[src/rtl/srm_pkg.sv]
package srm_pkg;
    localparam int FIELD_W        = 5;
    localparam int REG_W          = 32;
    localparam int FIELDS_PER_REG = REG_W / FIELD_W;
    localparam int CODE_LOW       = 0;
    localparam int CODE_HIGH      = 1;
    localparam int CODE_BASE      = 2;
endpackage

[src/rtl/srm_cfg_regs.sv]
module srm_cfg_regs
    import srm_pkg::*;
#(
    parameter int NUM_REGS = 8,
    parameter int ADDR_W   = 3,
    parameter int NUM_DEST = 48,
    parameter logic [NUM_REGS*REG_W-1:0] RST_IMAGE = '0
)(
    input  logic                              clk,
    input  logic                              rst_n,
    input  logic                              we,
    input  logic [ADDR_W-1:0]                 addr,
    input  logic [REG_W-1:0]                  wdata,
    output logic [REG_W-1:0]                  rdata,
    output logic [NUM_DEST-1:0][FIELD_W-1:0]  fields
);
    localparam int USED_W = FIELDS_PER_REG * FIELD_W;
    localparam logic [REG_W-1:0] DATA_MASK = {REG_W{1'b1}} >> (REG_W - USED_W);

    typedef struct packed {
        logic [NUM_REGS-1:0][REG_W-1:0] bank;
    } regs_t;

    regs_t st_d, st_q;

    always_comb begin
        st_d = st_q;
        for (int r = 0; r < NUM_REGS; r++) begin
            if (we && (int'(addr) == r)) begin
                st_d.bank[r] = wdata & DATA_MASK;
            end
        end
    end

    always_ff @(posedge clk or negedge rst_n) begin
        if (!rst_n) begin
            st_q <= regs_t'(RST_IMAGE);
        end else begin
            st_q <= st_d;
        end
    end

    always_comb begin
        rdata = '0;
        for (int r = 0; r < NUM_REGS; r++) begin
            if (int'(addr) == r) begin
                rdata = st_q.bank[r];
            end
        end
    end

    for (genvar d = 0; d < NUM_DEST; d++) begin : g_field
        assign fields[d] = st_q.bank[d / FIELDS_PER_REG][(d % FIELDS_PER_REG) * FIELD_W +: FIELD_W];
    end
endmodule

[src/rtl/srm_src_mux.sv]
module srm_src_mux #(
    parameter int N_SRC = 30,
    parameter int SEL_W = 5
)(
    input  logic [N_SRC-1:0] src,
    input  logic [SEL_W-1:0] sel,
    output logic             y
);
    always_comb begin
        y = 1'b0;
        for (int i = 0; i < N_SRC; i++) begin
            if (int'(sel) == i) begin
                y = src[i];
            end
        end
    end
endmodule

[src/rtl/srm_pin_buf.sv]
module srm_pin_buf (
    input  logic drv_data,
    input  logic drv_en,
    input  logic pad_lvl,
    output logic pad_out,
    output logic pad_oe,
    output logic seen
);
    assign pad_out = drv_data;
    assign pad_oe  = drv_en;
    assign seen    = pad_lvl;
endmodule

[src/rtl/srm_route_core.sv]
module srm_route_core
    import srm_pkg::*;
#(
    parameter int NUM_PINS = 20,
    parameter int NUM_PSRC = 6,
    parameter int NUM_PDST = 6,
    parameter int NUM_MISC = 2,
    parameter int NUM_DEST = 48
)(
    input  logic [NUM_DEST-1:0][FIELD_W-1:0] fields,
    input  logic [NUM_PINS-1:0]              pad_seen,
    input  logic [NUM_PSRC-1:0]              psrc,
    input  logic [NUM_PSRC-1:0]              psrc_en,
    output logic [NUM_PDST-1:0]              pdst,
    output logic [NUM_PINS-1:0]              pin_data,
    output logic [NUM_PINS-1:0]              pin_en
);
    localparam int DST_MISC   = NUM_PDST;
    localparam int DST_PIN_IN = NUM_PDST + NUM_MISC;
    localparam int DST_PIN_EN = DST_PIN_IN + NUM_PINS;
    localparam int N_SRC_P    = CODE_BASE + NUM_PINS + NUM_PSRC + NUM_MISC;
    localparam int N_SRC_D    = CODE_BASE + NUM_PSRC + NUM_MISC;

    logic [NUM_MISC-1:0] misc_o;
    logic [N_SRC_P-1:0]  src_p;
    logic [N_SRC_P-1:0]  src_node;
    logic [N_SRC_D-1:0]  src_d;
    logic [N_SRC_D-1:0]  src_e;

    // constant pair occupies codes 0 (low) and 1 (high)
    assign src_p    = {misc_o,           psrc,    pad_seen, 2'b10};
    assign src_node = {{NUM_MISC{1'b0}}, psrc,    pad_seen, 2'b10};
    assign src_d    = {misc_o,           psrc,              2'b10};
    assign src_e    = {misc_o,           psrc_en,           2'b10};

    for (genvar j = 0; j < NUM_PDST; j++) begin : g_pdst
        srm_src_mux #(.N_SRC(N_SRC_P), .SEL_W(FIELD_W)) u_mux (
            .src (src_p),
            .sel (fields[j]),
            .y   (pdst[j])
        );
    end

    for (genvar m = 0; m < NUM_MISC; m++) begin : g_misc
        srm_src_mux #(.N_SRC(N_SRC_P), .SEL_W(FIELD_W)) u_mux (
            .src (src_node),
            .sel (fields[DST_MISC + m]),
            .y   (misc_o[m])
        );
    end

    for (genvar i = 0; i < NUM_PINS; i++) begin : g_pin
        srm_src_mux #(.N_SRC(N_SRC_D), .SEL_W(FIELD_W)) u_data (
            .src (src_d),
            .sel (fields[DST_PIN_IN + i]),
            .y   (pin_data[i])
        );
        srm_src_mux #(.N_SRC(N_SRC_D), .SEL_W(FIELD_W)) u_en (
            .src (src_e),
            .sel (fields[DST_PIN_EN + i]),
            .y   (pin_en[i])
        );
    end
endmodule

[src/rtl/sig_route_matrix.sv]
module sig_route_matrix
    import srm_pkg::*;
#(
    parameter int NUM_PINS = 20,
    parameter int NUM_PSRC = 6,
    parameter int NUM_PDST = 6,
    parameter int NUM_MISC = 2,
    localparam int NUM_DEST = NUM_PDST + NUM_MISC + 2 * NUM_PINS,
    localparam int NUM_REGS = (NUM_DEST + FIELDS_PER_REG - 1) / FIELDS_PER_REG,
    localparam int ADDR_W   = (NUM_REGS > 1) ? $clog2(NUM_REGS) : 1
)(
    input  logic                clk,
    input  logic                rst_n,
    input  logic                cfg_we,
    input  logic [ADDR_W-1:0]   cfg_addr,
    input  logic [REG_W-1:0]    cfg_wdata,
    output logic [REG_W-1:0]    cfg_rdata,
    input  logic [NUM_PSRC-1:0] periph_src,
    input  logic [NUM_PSRC-1:0] periph_src_en,
    output logic [NUM_PDST-1:0] periph_dst,
    input  logic [NUM_PINS-1:0] pad_in,
    output logic [NUM_PINS-1:0] pad_out,
    output logic [NUM_PINS-1:0] pad_oe
);
    localparam int DST_MISC   = NUM_PDST;
    localparam int DST_PIN_IN = NUM_PDST + NUM_MISC;
    localparam int DST_PIN_EN = DST_PIN_IN + NUM_PINS;

    function automatic logic [NUM_REGS*REG_W-1:0] build_rst_image();
        logic [NUM_REGS*REG_W-1:0] img;
        int code;
        img = '0;
        for (int d = 0; d < NUM_DEST; d++) begin
            if (d < DST_MISC) begin
                code = CODE_BASE + (d % NUM_PINS);
            end else if (d < DST_PIN_IN) begin
                code = CODE_LOW;
            end else if (d < DST_PIN_EN) begin
                code = CODE_BASE + ((d - DST_PIN_IN) % NUM_PSRC);
            end else begin
                code = CODE_BASE + ((d - DST_PIN_EN) % NUM_PSRC);
            end
            img[(d / FIELDS_PER_REG) * REG_W + (d % FIELDS_PER_REG) * FIELD_W +: FIELD_W] = FIELD_W'(code);
        end
        return img;
    endfunction

    localparam logic [NUM_REGS*REG_W-1:0] RST_IMAGE = build_rst_image();

    logic [NUM_DEST-1:0][FIELD_W-1:0] cfg_fields;
    logic [NUM_PINS-1:0]              pad_seen;
    logic [NUM_PINS-1:0]              pin_data;
    logic [NUM_PINS-1:0]              pin_en;

    srm_cfg_regs #(
        .NUM_REGS  (NUM_REGS),
        .ADDR_W    (ADDR_W),
        .NUM_DEST  (NUM_DEST),
        .RST_IMAGE (RST_IMAGE)
    ) u_regs (
        .clk    (clk),
        .rst_n  (rst_n),
        .we     (cfg_we),
        .addr   (cfg_addr),
        .wdata  (cfg_wdata),
        .rdata  (cfg_rdata),
        .fields (cfg_fields)
    );

    srm_route_core #(
        .NUM_PINS (NUM_PINS),
        .NUM_PSRC (NUM_PSRC),
        .NUM_PDST (NUM_PDST),
        .NUM_MISC (NUM_MISC),
        .NUM_DEST (NUM_DEST)
    ) u_core (
        .fields   (cfg_fields),
        .pad_seen (pad_seen),
        .psrc     (periph_src),
        .psrc_en  (periph_src_en),
        .pdst     (periph_dst),
        .pin_data (pin_data),
        .pin_en   (pin_en)
    );

    for (genvar i = 0; i < NUM_PINS; i++) begin : g_buf
        srm_pin_buf u_buf (
            .drv_data (pin_data[i]),
            .drv_en   (pin_en[i]),
            .pad_lvl  (pad_in[i]),
            .pad_out  (pad_out[i]),
            .pad_oe   (pad_oe[i]),
            .seen     (pad_seen[i])
        );
    end
endmodule

[config.mk]
export PLATFORM = sky130hd
export DESIGN_NAME = sig_route_matrix
export DESIGN_NICKNAME = d
export VERILOG_FILES = /design/src/rtl/srm_pkg.sv /design/src/rtl/srm_cfg_regs.sv /design/src/rtl/srm_src_mux.sv /design/src/rtl/srm_pin_buf.sv /design/src/rtl/srm_route_core.sv /design/src/rtl/sig_route_matrix.sv
export SDC_FILE = /design/constraint.sdc
export NUM_CORES = 1
export LEC_CHECK = 0
export BUFFER_PORTS_ARGS = -buffer_cell sky130_fd_sc_hd__clkbuf_2
export CELL_PAD_IN_SITES_DETAIL_PLACEMENT = 0
export CELL_PAD_IN_SITES_GLOBAL_PLACEMENT = 1
export CORE_MARGIN = 10
export CORE_UTILIZATION = 35
export CTS_CLUSTER_DIAMETER = 100
export DETAILED_ROUTE_END_ITERATION = 8
export GPL_TIMING_DRIVEN = 0
export PLACE_DENSITY = 0.68
export SLEW_MARGIN = 10
export SYNTH_ARGS = -nofsm -noshare
export SYNTH_HDL_FRONTEND = slang
export SYNTH_HIERARCHICAL = 1
export SYNTH_SLANG_ARGS = --single-unit
[constraint.sdc]
create_clock -name clk -period 4.3 [get_ports clk]
set_input_delay 0.215 -clock clk [delete_from_list [all_inputs] [get_ports clk]]
set_output_delay 0.215 -clock clk [all_outputs]
set_load 0.01 [all_outputs]
### Word level (Yosys, flattened, before mapping)

Cells that the tools add are included.
W data, S select, Z words.

* bits in registers: 240
* bits of input ports: 70
* output and inout port bits: 78
* word-level logic and storage cells: 1216

* equality and inequality tests: 599
* muxes and demuxes: 600
* reduce and logical (&&, ||, !) cells: 9

Operators with widths (number)
* $eq A5 B4 Y1 const B: 224
* $eq A5 B5 Y1 const B: 208
* $mux W1: 592
* $eq A5 B3 Y1 const B: 112
* $eq A5 B2 Y1 const B: 48
* $mux W32: 7
* $mux W30: 1
* $eq A3 B3 Y1 const B: 4
* $logic_and A1 B1 Y1: 8
* $eq A3 B2 Y1 const B: 2
* $eq A3 B1 Y1 const B: 1
* $logic_not A3 Y1: 1

### Logic depth before layout (Yosys ltp)

Gate-level depths: netlist of the first run.

* word-level depth: 32
* depth in mapped cells: 12
* gate-level depth less buffers: 10

### By module

Netlist of the first run, hierarchy kept.

Modules (own cells, without submodules)
* srm_cfg_regs: times used 1, cells each 848, area each 11275.8 µm², seq. area each 6109.6 µm²
* srm_src_mux (u_core.g_pin[0].u_data ...): times used 40, cells each 13, area each 116.4 µm², seq. area each 0.0 µm²
* srm_src_mux (u_core.g_misc[0].u_mux ...): times used 8, cells each 65, area each 473.0 µm², seq. area each 0.0 µm²
* srm_pin_buf: times used 20, cells each 3, area each 22.5 µm², seq. area each 0.0 µm²
* srm_route_core: times used 1, cells each 2, area each 7.5 µm², seq. area each 0.0 µm²

### Worst setup path after synthesis of the first run

OpenSTA, ideal clock, no wires.

* path kind: register to output
* start point: register u_regs.st_q (netlist bit u_regs/fields[31])
* end point: output periph_dst[2]
* data arrival time: 3828 ps
* required time: 4085 ps
* setup slack: 257 ps
* stages on the path, launching flop included: 12
* path buffers: 2
* cell sequence: dfrtp_1 buf_4 buf_2 nand2_1 a2bb2oi_1 a211o_1 a31oi_1 o21ai_0 o22ai_1 a22o_1 o32ai_1 a31oi_1

* cells in the longest elaborated chain, start to end: 32
* elaborated cells between the ends (all ways): 60
* classes of those cells: 29 x eq/ne; 31 x mux

RTL lines
* start, declared: line srm_cfg_regs.sv:24 `regs_t st_d, st_q;`
* start signal, assigned: line srm_cfg_regs.sv:37 `st_q <= regs_t'(RST_IMAGE);`
* start signal, assigned: line srm_cfg_regs.sv:39 `st_q <= st_d;`
* $eq A5 B2 Y1: line srm_src_mux.sv:12 `if (int'(sel) == i) begin`
* $mux W1 (28 in a row): line srm_src_mux.sv:12
* $mux W1 *: line srm_src_mux.sv:12
* net u_core.misc_o[0]: line srm_route_core.sv:24 `logic [NUM_MISC-1:0] misc_o;`
* $mux W1 * (2 in a row): line srm_src_mux.sv:12
* end, declared: line sig_route_matrix.sv:20 `output logic [NUM_PDST-1:0] periph_dst,`

The timed path passes the listed nets; every way through them passes the cells marked *.

### Worst setup path after layout of the first run

* start point: register u_regs.st_q (netlist bit u_regs/fields[35])
* end point: output periph_dst[4]

* cells in the longest elaborated chain, start to end: 31
* elaborated cells between the ends (all ways): 59
* classes of those cells: 29 x eq/ne; 30 x mux

RTL lines (line)
* $eq A5 B2 Y1: srm_src_mux.sv:12
* $mux W1 (28 in a row): srm_src_mux.sv:12
* $mux W1 *: srm_src_mux.sv:12
* net u_core.misc_o[1]: srm_route_core.sv:24
* $mux W1 *: srm_src_mux.sv:12

Marked as above.

==> results.toml, run 1 <==
[drt]
vias = 18050
drtIter0Drc = 1739
wire_per_inst_um = 27.15
routed_wl_um = 81270
drc_errors = 0
ant_nets = 0
viasPerCell = 6.031
dr.pass1.iters = 5

[clock_network]
cts_tree = "yes"
h-tree-depth = 1
clockBufferDepth = 3
clkTransAtPathRegs_ns = 0.06
cts-root-buf = "clkbuf_16"
insertion_delay_ns = 0.57
clock-sinks = 240
numCtsBuffers = 28

[setup_path]
critPathKind = "flop to primary output"
cp-end-kind = "primary output"
worstPathRequired_ns = 4.09
cp.arrival_ns = 3.77
critical_path_peak_fanout = 17
reg2reg_depth = 1
cp-start-kind = "flop"
r2r-end = "u_regs/fields[23]"
ff2ff_setup_slack_ns = 3.25
rr_startpoint = "u_regs/fields[23]"

[timing]
fin_crit_ns = 3.985
maxSlewViolCount = 0
fmax_mhz = 250.9
fin_setup_tns_ns = 0
slew-limit-headroom = 0.1807
finClkSkew_ns = 0
hold_viol = 0
setup_violations = 0
rsz0062_at_grt = "false"
worst_pin_slew_ns = 1.229
fin_crit_sh = 0.9268

[final_layout]
instances_no_fill = 2993
antenna_cells = 0
fin_nets = 2285
syn2layout_area_growth_pct = 15.69
final_area_sq_um = 23340
layout-drive-gt1-share = 0.3849
largest_reg_flops = 240

[global_route]
antenna_found_initial = 2
gr-total-overflow = 0
grt_max_degree = 100
grt_use_total = 0.2303
grt_pass1_wl_um = 118200
grt_pass1_vias = 17900

[floorplan]
dieArea_sq_um = 67640
fp.dieH_um = 260.1
start_util = 0.3557
fp.dieW_um = 260.1
pin_count = 148
row_count = 87
core_sq_um = 56710

[pwr]
pwr-share-clk = 0.224
seqPwrFrac = 0.342
p_leak_nw = 9.807
power_w = 0.01145
switching_share = 0.3881
p_int_w = 0.007007
ir_drop_uv = 297.1
combinationalPowerShare = 0.434
p_per_area_nw_per_um2 = 490.7
p_sw_w = 0.004445

[synth]
synth-edff-count = 0
synth_top_flop_cell = "dfrtp_1"
avgSynthCellArea_sq_um = 10.34
ys_seq_area_frac = 0.3029
synth_area_sq_um = 20170
ys_ff_latch = 240
ys_types = 52
synthArstFlopShare = 1.000
postSynthCellCount = 1950
ys_warn_count = 6

[hold_path]
hp-class = "input pin to flop"
min_from = "cfg_wdata[9]"
min_to = "u_regs/fields[9]"
whs_path_depth = 2

[flow_run]
maxCapViolCount = 0

[placed_design]
numPortBuffers = 121
placed_cell_area_sq_um = 22290
place_hpwl_um = 54790
dp.cells = 2934
place_congestion = 0.8980

[outcome]
status = "finished, final reports clean"
==> kinds of logic after synthesis <==
family                 after synthesis  share of synthesized area
AO/OA/AOI/OAI                      457                     0.1785
buffers and inverters              200                    0.05979
flip-flops                         240                     0.3029
multiplexers                       561                     0.3188
other                                3                  0.0005582
AND/OR/NAND/NOR                    489                     0.1395
==> synth_stat cells (all sizes together), types with 12 or more instances <==
master  instances  area (sq um)
a22oi          14         105.1
nand3          14         70.07
a31oi          16         100.1
clkbuf         12         46.29
nand2         116         435.4
nand4b         40         350.3
dfstp          83          2181
dfrtp         157          3929
o22ai          56         350.3
nand2b         93         681.9
mux2i         158          1582
nor3           18         95.09
inv            32         120.1
buf           156          1040
o32ai          16         140.1
a211o          28         245.2
a22o           66         578.1
a32oi          26         227.7
mux4           25         593.1
o21ai          80         400.4
o41ai          40         650.6
mux2          378          4257
nor2           84         315.3
a21oi          48         240.2
nor2b          87         546.8
==> final cells by class <==
type | count | area, sq um
Fill cell | 5508 | 33380
Multi-Input combinational cell | 1611 | 13270
Sequential cell | 240 | 6110
Buffer | 168 | 1086
Tap cell | 756 | 945.9
Timing Repair Buffer | 134 | 837.1
Clock buffer | 40 | 807.0
Clock inverter | 12 | 166.4
Inverter | 32 | 120.1
==> worst max path at each step <==
| stage | start | end | depth (start not counted) |
|---|---|---|---|
| after floorplan | u_regs/fields[31] | periph_dst[2] | 11 |
| after global placement | periph_src[1] | periph_dst[4] | 12 |
| after detailed placement | periph_src[0] | periph_dst[4] | 13 |
| after CTS | u_regs/fields[30] | periph_dst[2] | 14 |
| after global routing | u_regs/fields[35] | periph_dst[4] | 13 |
| final | u_regs/fields[35] | periph_dst[4] | 13 |
==> layer usage <==
metal,global-route usage,up-vias,routed length [um]
li1,-,7853,-
met1,0.3108,9117,35320
met2,0.3652,885,36720
met3,0.03138,193,5934
met4,0.09349,4,3260
met5,0,-,31
==> worst max-delay path, stage by stage (launching register included) <==
cell and delay (ns):
dfrtp_1 0.58, buf_4 0.26, buf_6 0.16, a21oi_1 0.07, a2111oi_0 0.46, a41oi_1 0.15, a31oi_4 0.23, buf_12 0.21
buf_16 0.20, mux2i_1 0.10, a31oi_1 0.19, o32ai_1 0.10, a31oi_1 0.27, clkbuf_2 0.21
==> stage by stage <==
stage | util | worst slack (ns) | hold WS [ns]
6_report | 0.4115 | 0.3149 | 0.04112
5_1_grt | 0.4115 | 0.1472 | 0.03193
4_1_cts | 0.4115 | 0.3598 | 0.005743
3_5_place_dp | 0.3931 | 0.4001 | 0.2058
3_3_place_gp | 0.3897 | -4.366 | 0.5643
2_1_floorplan | - | 0.2566 | -0.08059
==> what timing repair did <==
item / CTS / global route
endpoints found under the hold margin: 57 / 0
hold buffers: 2 / 0
gates resized for setup: 0 / 0
setup endpoints to repair: 22 / 0
setup buffers: 5 / 0
==> layout by cell type (no fill, tap or decap), drive strengths merged, types with 16 or more instances in the layout <==
cell and count:
o22ai 56, o21ai 80, clkbuf 173, a22o 66
dfstp 83, nand2b 93, mux4 25, dfrtp 157
a211o 28, a21oi 48, nand4b 40, mux2 378
buf 167, nor2 84, nor3 18, a31oi 16
nand2 116, mux2i 158, conb 104, o32ai 16
inv 33, a32oi 26, nor2b 87, o41ai 40
==> power groups by stage <==
stage / Combinational, W / Clock (W) / Sequential, W
final: 0.00497 / 0.00257 / 0.00392
after global routing: 0.00530 / 0.00269 / 0.00401
after CTS: 0.00492 / 0.00261 / 0.00389
after detailed placement: 0.00485 / 0 / 0.00393
after global placement: 0.00467 / 0 / 0.00389
after floorplan: 0.00344 / 0 / 0.00355
No activity file was read; power rests on OpenSTA's default activity.
==> inputs of run 2 (changes only) <==
--- a/config.mk
+++ b/config.mk
@@ -9,11 +9,11 @@
 export CELL_PAD_IN_SITES_DETAIL_PLACEMENT = 0
 export CELL_PAD_IN_SITES_GLOBAL_PLACEMENT = 1
 export CORE_MARGIN = 10
-export CORE_UTILIZATION = 35
+export CORE_UTILIZATION = 37
 export CTS_CLUSTER_DIAMETER = 100
 export DETAILED_ROUTE_END_ITERATION = 8
 export GPL_TIMING_DRIVEN = 0
-export PLACE_DENSITY = 0.68
+export PLACE_DENSITY = 0.71
 export SLEW_MARGIN = 10
 export SYNTH_ARGS = -nofsm -noshare
 export SYNTH_HDL_FRONTEND = slang
==> results.toml, run 2 (synthesized netlist as in run 1, its figures left out) <==
[outcome]
status = "finished, final reports clean"

[placed_design]
numPortBuffers = 121
placed_cell_area_sq_um = 22220
place_hpwl_um = 54010
place_congestion = 0.9010
dp.cells = 2874

[timing]
fin_crit_ns = 4.021
rsz0062_at_grt = "false"
slew-limit-headroom = 0.1900
setup_violations = 0
fin_setup_tns_ns = 0
worst_pin_slew_ns = 1.215
fin_crit_sh = 0.9351
finClkSkew_ns = 0
fmax_mhz = 248.7
hold_viol = 0
maxSlewViolCount = 0

[drt]
routed.top_layer = "met5"
wire_per_inst_um = 27.44
wl_met3_um = 6033
vias = 18020
wl_met2_um = 37210
drc_errors = 0
viasPerCell = 6.132
ant_nets = 0
wl_met1_um = 34730
drtIter0Drc = 1814
dr.pass1.iters = 6
routed_wl_um = 80630

[setup_path]
startpoint = "u_regs/fields[30]"
slowest_delay_ns = 0.53
worstPathRequired_ns = 4.09
reg2reg_depth = 1
rr_startpoint = "u_regs/fields[23]"
critPathBufInv = 4
critPathKind = "flop to primary output"
cp.depth = 14
ff2ff_setup_slack_ns = 3.26
cp_top_family = "compound AO/OA/AOI/OAI gates"
cp-end-kind = "primary output"
path_cells = "buf_4 > mux2i_1 > o32ai_1 > a22o_1 > o32ai_1 > a31oi_4 > buf_12 > buf_4 > o21ai_0 > o22ai_1 > a22o_1 > o32ai_1 > a31oi_1 > clkbuf_2"
cpMostUsedCell = "o32ai_1"
critical_path_peak_fanout = 14
r2r-end = "u_regs/fields[23]"
cp-start-kind = "flop"
slowest_stage = "dfrtp_1"
endpoint = "periph_dst[2]"
cp.arrival_ns = 3.81

[global_route]
antenna_found_initial = 3
grt_pass1_wl_um = 118600
gr-total-overflow = 0
grt_pass1_vias = 17820
grt_max_degree = 101
grt_use_total = 0.2434

[floorplan]
start_util = 0.3741
fp.dieH_um = 253.5
pin_count = 148
dieArea_sq_um = 64260
row_count = 85
core_sq_um = 53920
fp.dieW_um = 253.5

[final_layout]
fin_nets = 2289
syn2layout_area_growth_pct = 15.57
mostFrequentLayoutCells = "332 x mux2_2, 158 x mux2i_1, 157 x dfrtp_1, 120 x clkbuf_2, 116 x nand2_1"
final_area_sq_um = 23310
instances_no_fill = 2938
post-route-util = 0.4324
largest_reg_flops = 240
layout-drive-gt1-share = 0.3855
final_common_cell = "mux2_2"

[clock_network]
clkTransAtPathRegs_ns = 0.06
clockBufferDepth = 3
cts_tree = "yes"
numCtsBuffers = 28
cts-root-buf = "clkbuf_16"
insertion_delay_ns = 0.57
post_cts_resized = 0
clock-sinks = 240
h-tree-depth = 1

[flow_run]
maxCapViolCount = 0

[pwr]
ir_drop_uv = 318.7
power_w = 0.01150
p_leak_nw = 9.826
p_per_area_nw_per_um2 = 493.2

[hold_path]
hp-class = "input pin to flop"
run 2: cell types whose count changed in the layout (fill, tap and decap cells not counted), sizes merged:
| cell | change |
|---|---|
| buf | +3 |
| diode | +1 |
| clkinvlp | +1 |
| bufinv | -1 |
| dlygate4sd3 | +1 |
| clkinv | -3 |
| clkbuf | +3 |
run 2: what timing repair did:
action / in CTS / in global routing
endpoints found under the hold margin: 57 / 0
hold buffers: 3 / 0
setup buffers: 5 / 3
setup endpoints to repair: 12 / 7
pin swaps: 1 / 1
run 2: stage by stage:
step           worst slack [ns]  hold WS (ns)
3_3_place_gp             -4.377        0.5633
4_1_cts                 0.07279       0.02231
6_report                 0.2789       0.04675
3_5_place_dp             0.2857        0.2465
5_1_grt                 0.08714       0.04354
2_1_floorplan            0.2566      -0.08059
run 2: layout make-up:
type / instances / area [sq um]
fillers: 5155 / 30610
multi-input cells: 1611 / 13270
flip-flops and latches: 240 / 6110
plain buffers: 168 / 1086
repair buffers: 138 / 882.1
well taps: 696 / 870.8
clock buffers: 43 / 848.3
clock inverters: 9 / 128.9
inverters: 32 / 120.1
diodes: 1 / 2.502
run 2: layer usage:
layer  vias to the layer above  GRT usage
met2                       860     0.3945
met1                      9134     0.3293
met5                         -          0
li1                       7865          -
met3                       154    0.03003
met4                         4    0.08207
run 2: how the worst min path moves through the flow:
stage	startpoint	endpoint	slack [ns]	cells after the start
global route	cfg_wdata[3]	u_regs/fields[123]	0.04	2
global placement	u_regs/fields[184]	u_regs/fields[184]	0.56	1
detailed placement	rst_n	u_regs/fields[200]	0.25	1
CTS	cfg_wdata[3]	u_regs/fields[3]	0.02	2
floorplan	rst_n	u_regs/fields[0]	-0.08	0
finish	cfg_wdata[3]	u_regs/fields[123]	0.05	2
run 2: power by group:
part | internal [W] | switching, W | total (W)
registers | 0.00290 | 0.00102 | 0.00391
logic | 0.00260 | 0.00241 | 0.00501
clock network | 0.00153 | 0.00103 | 0.00257
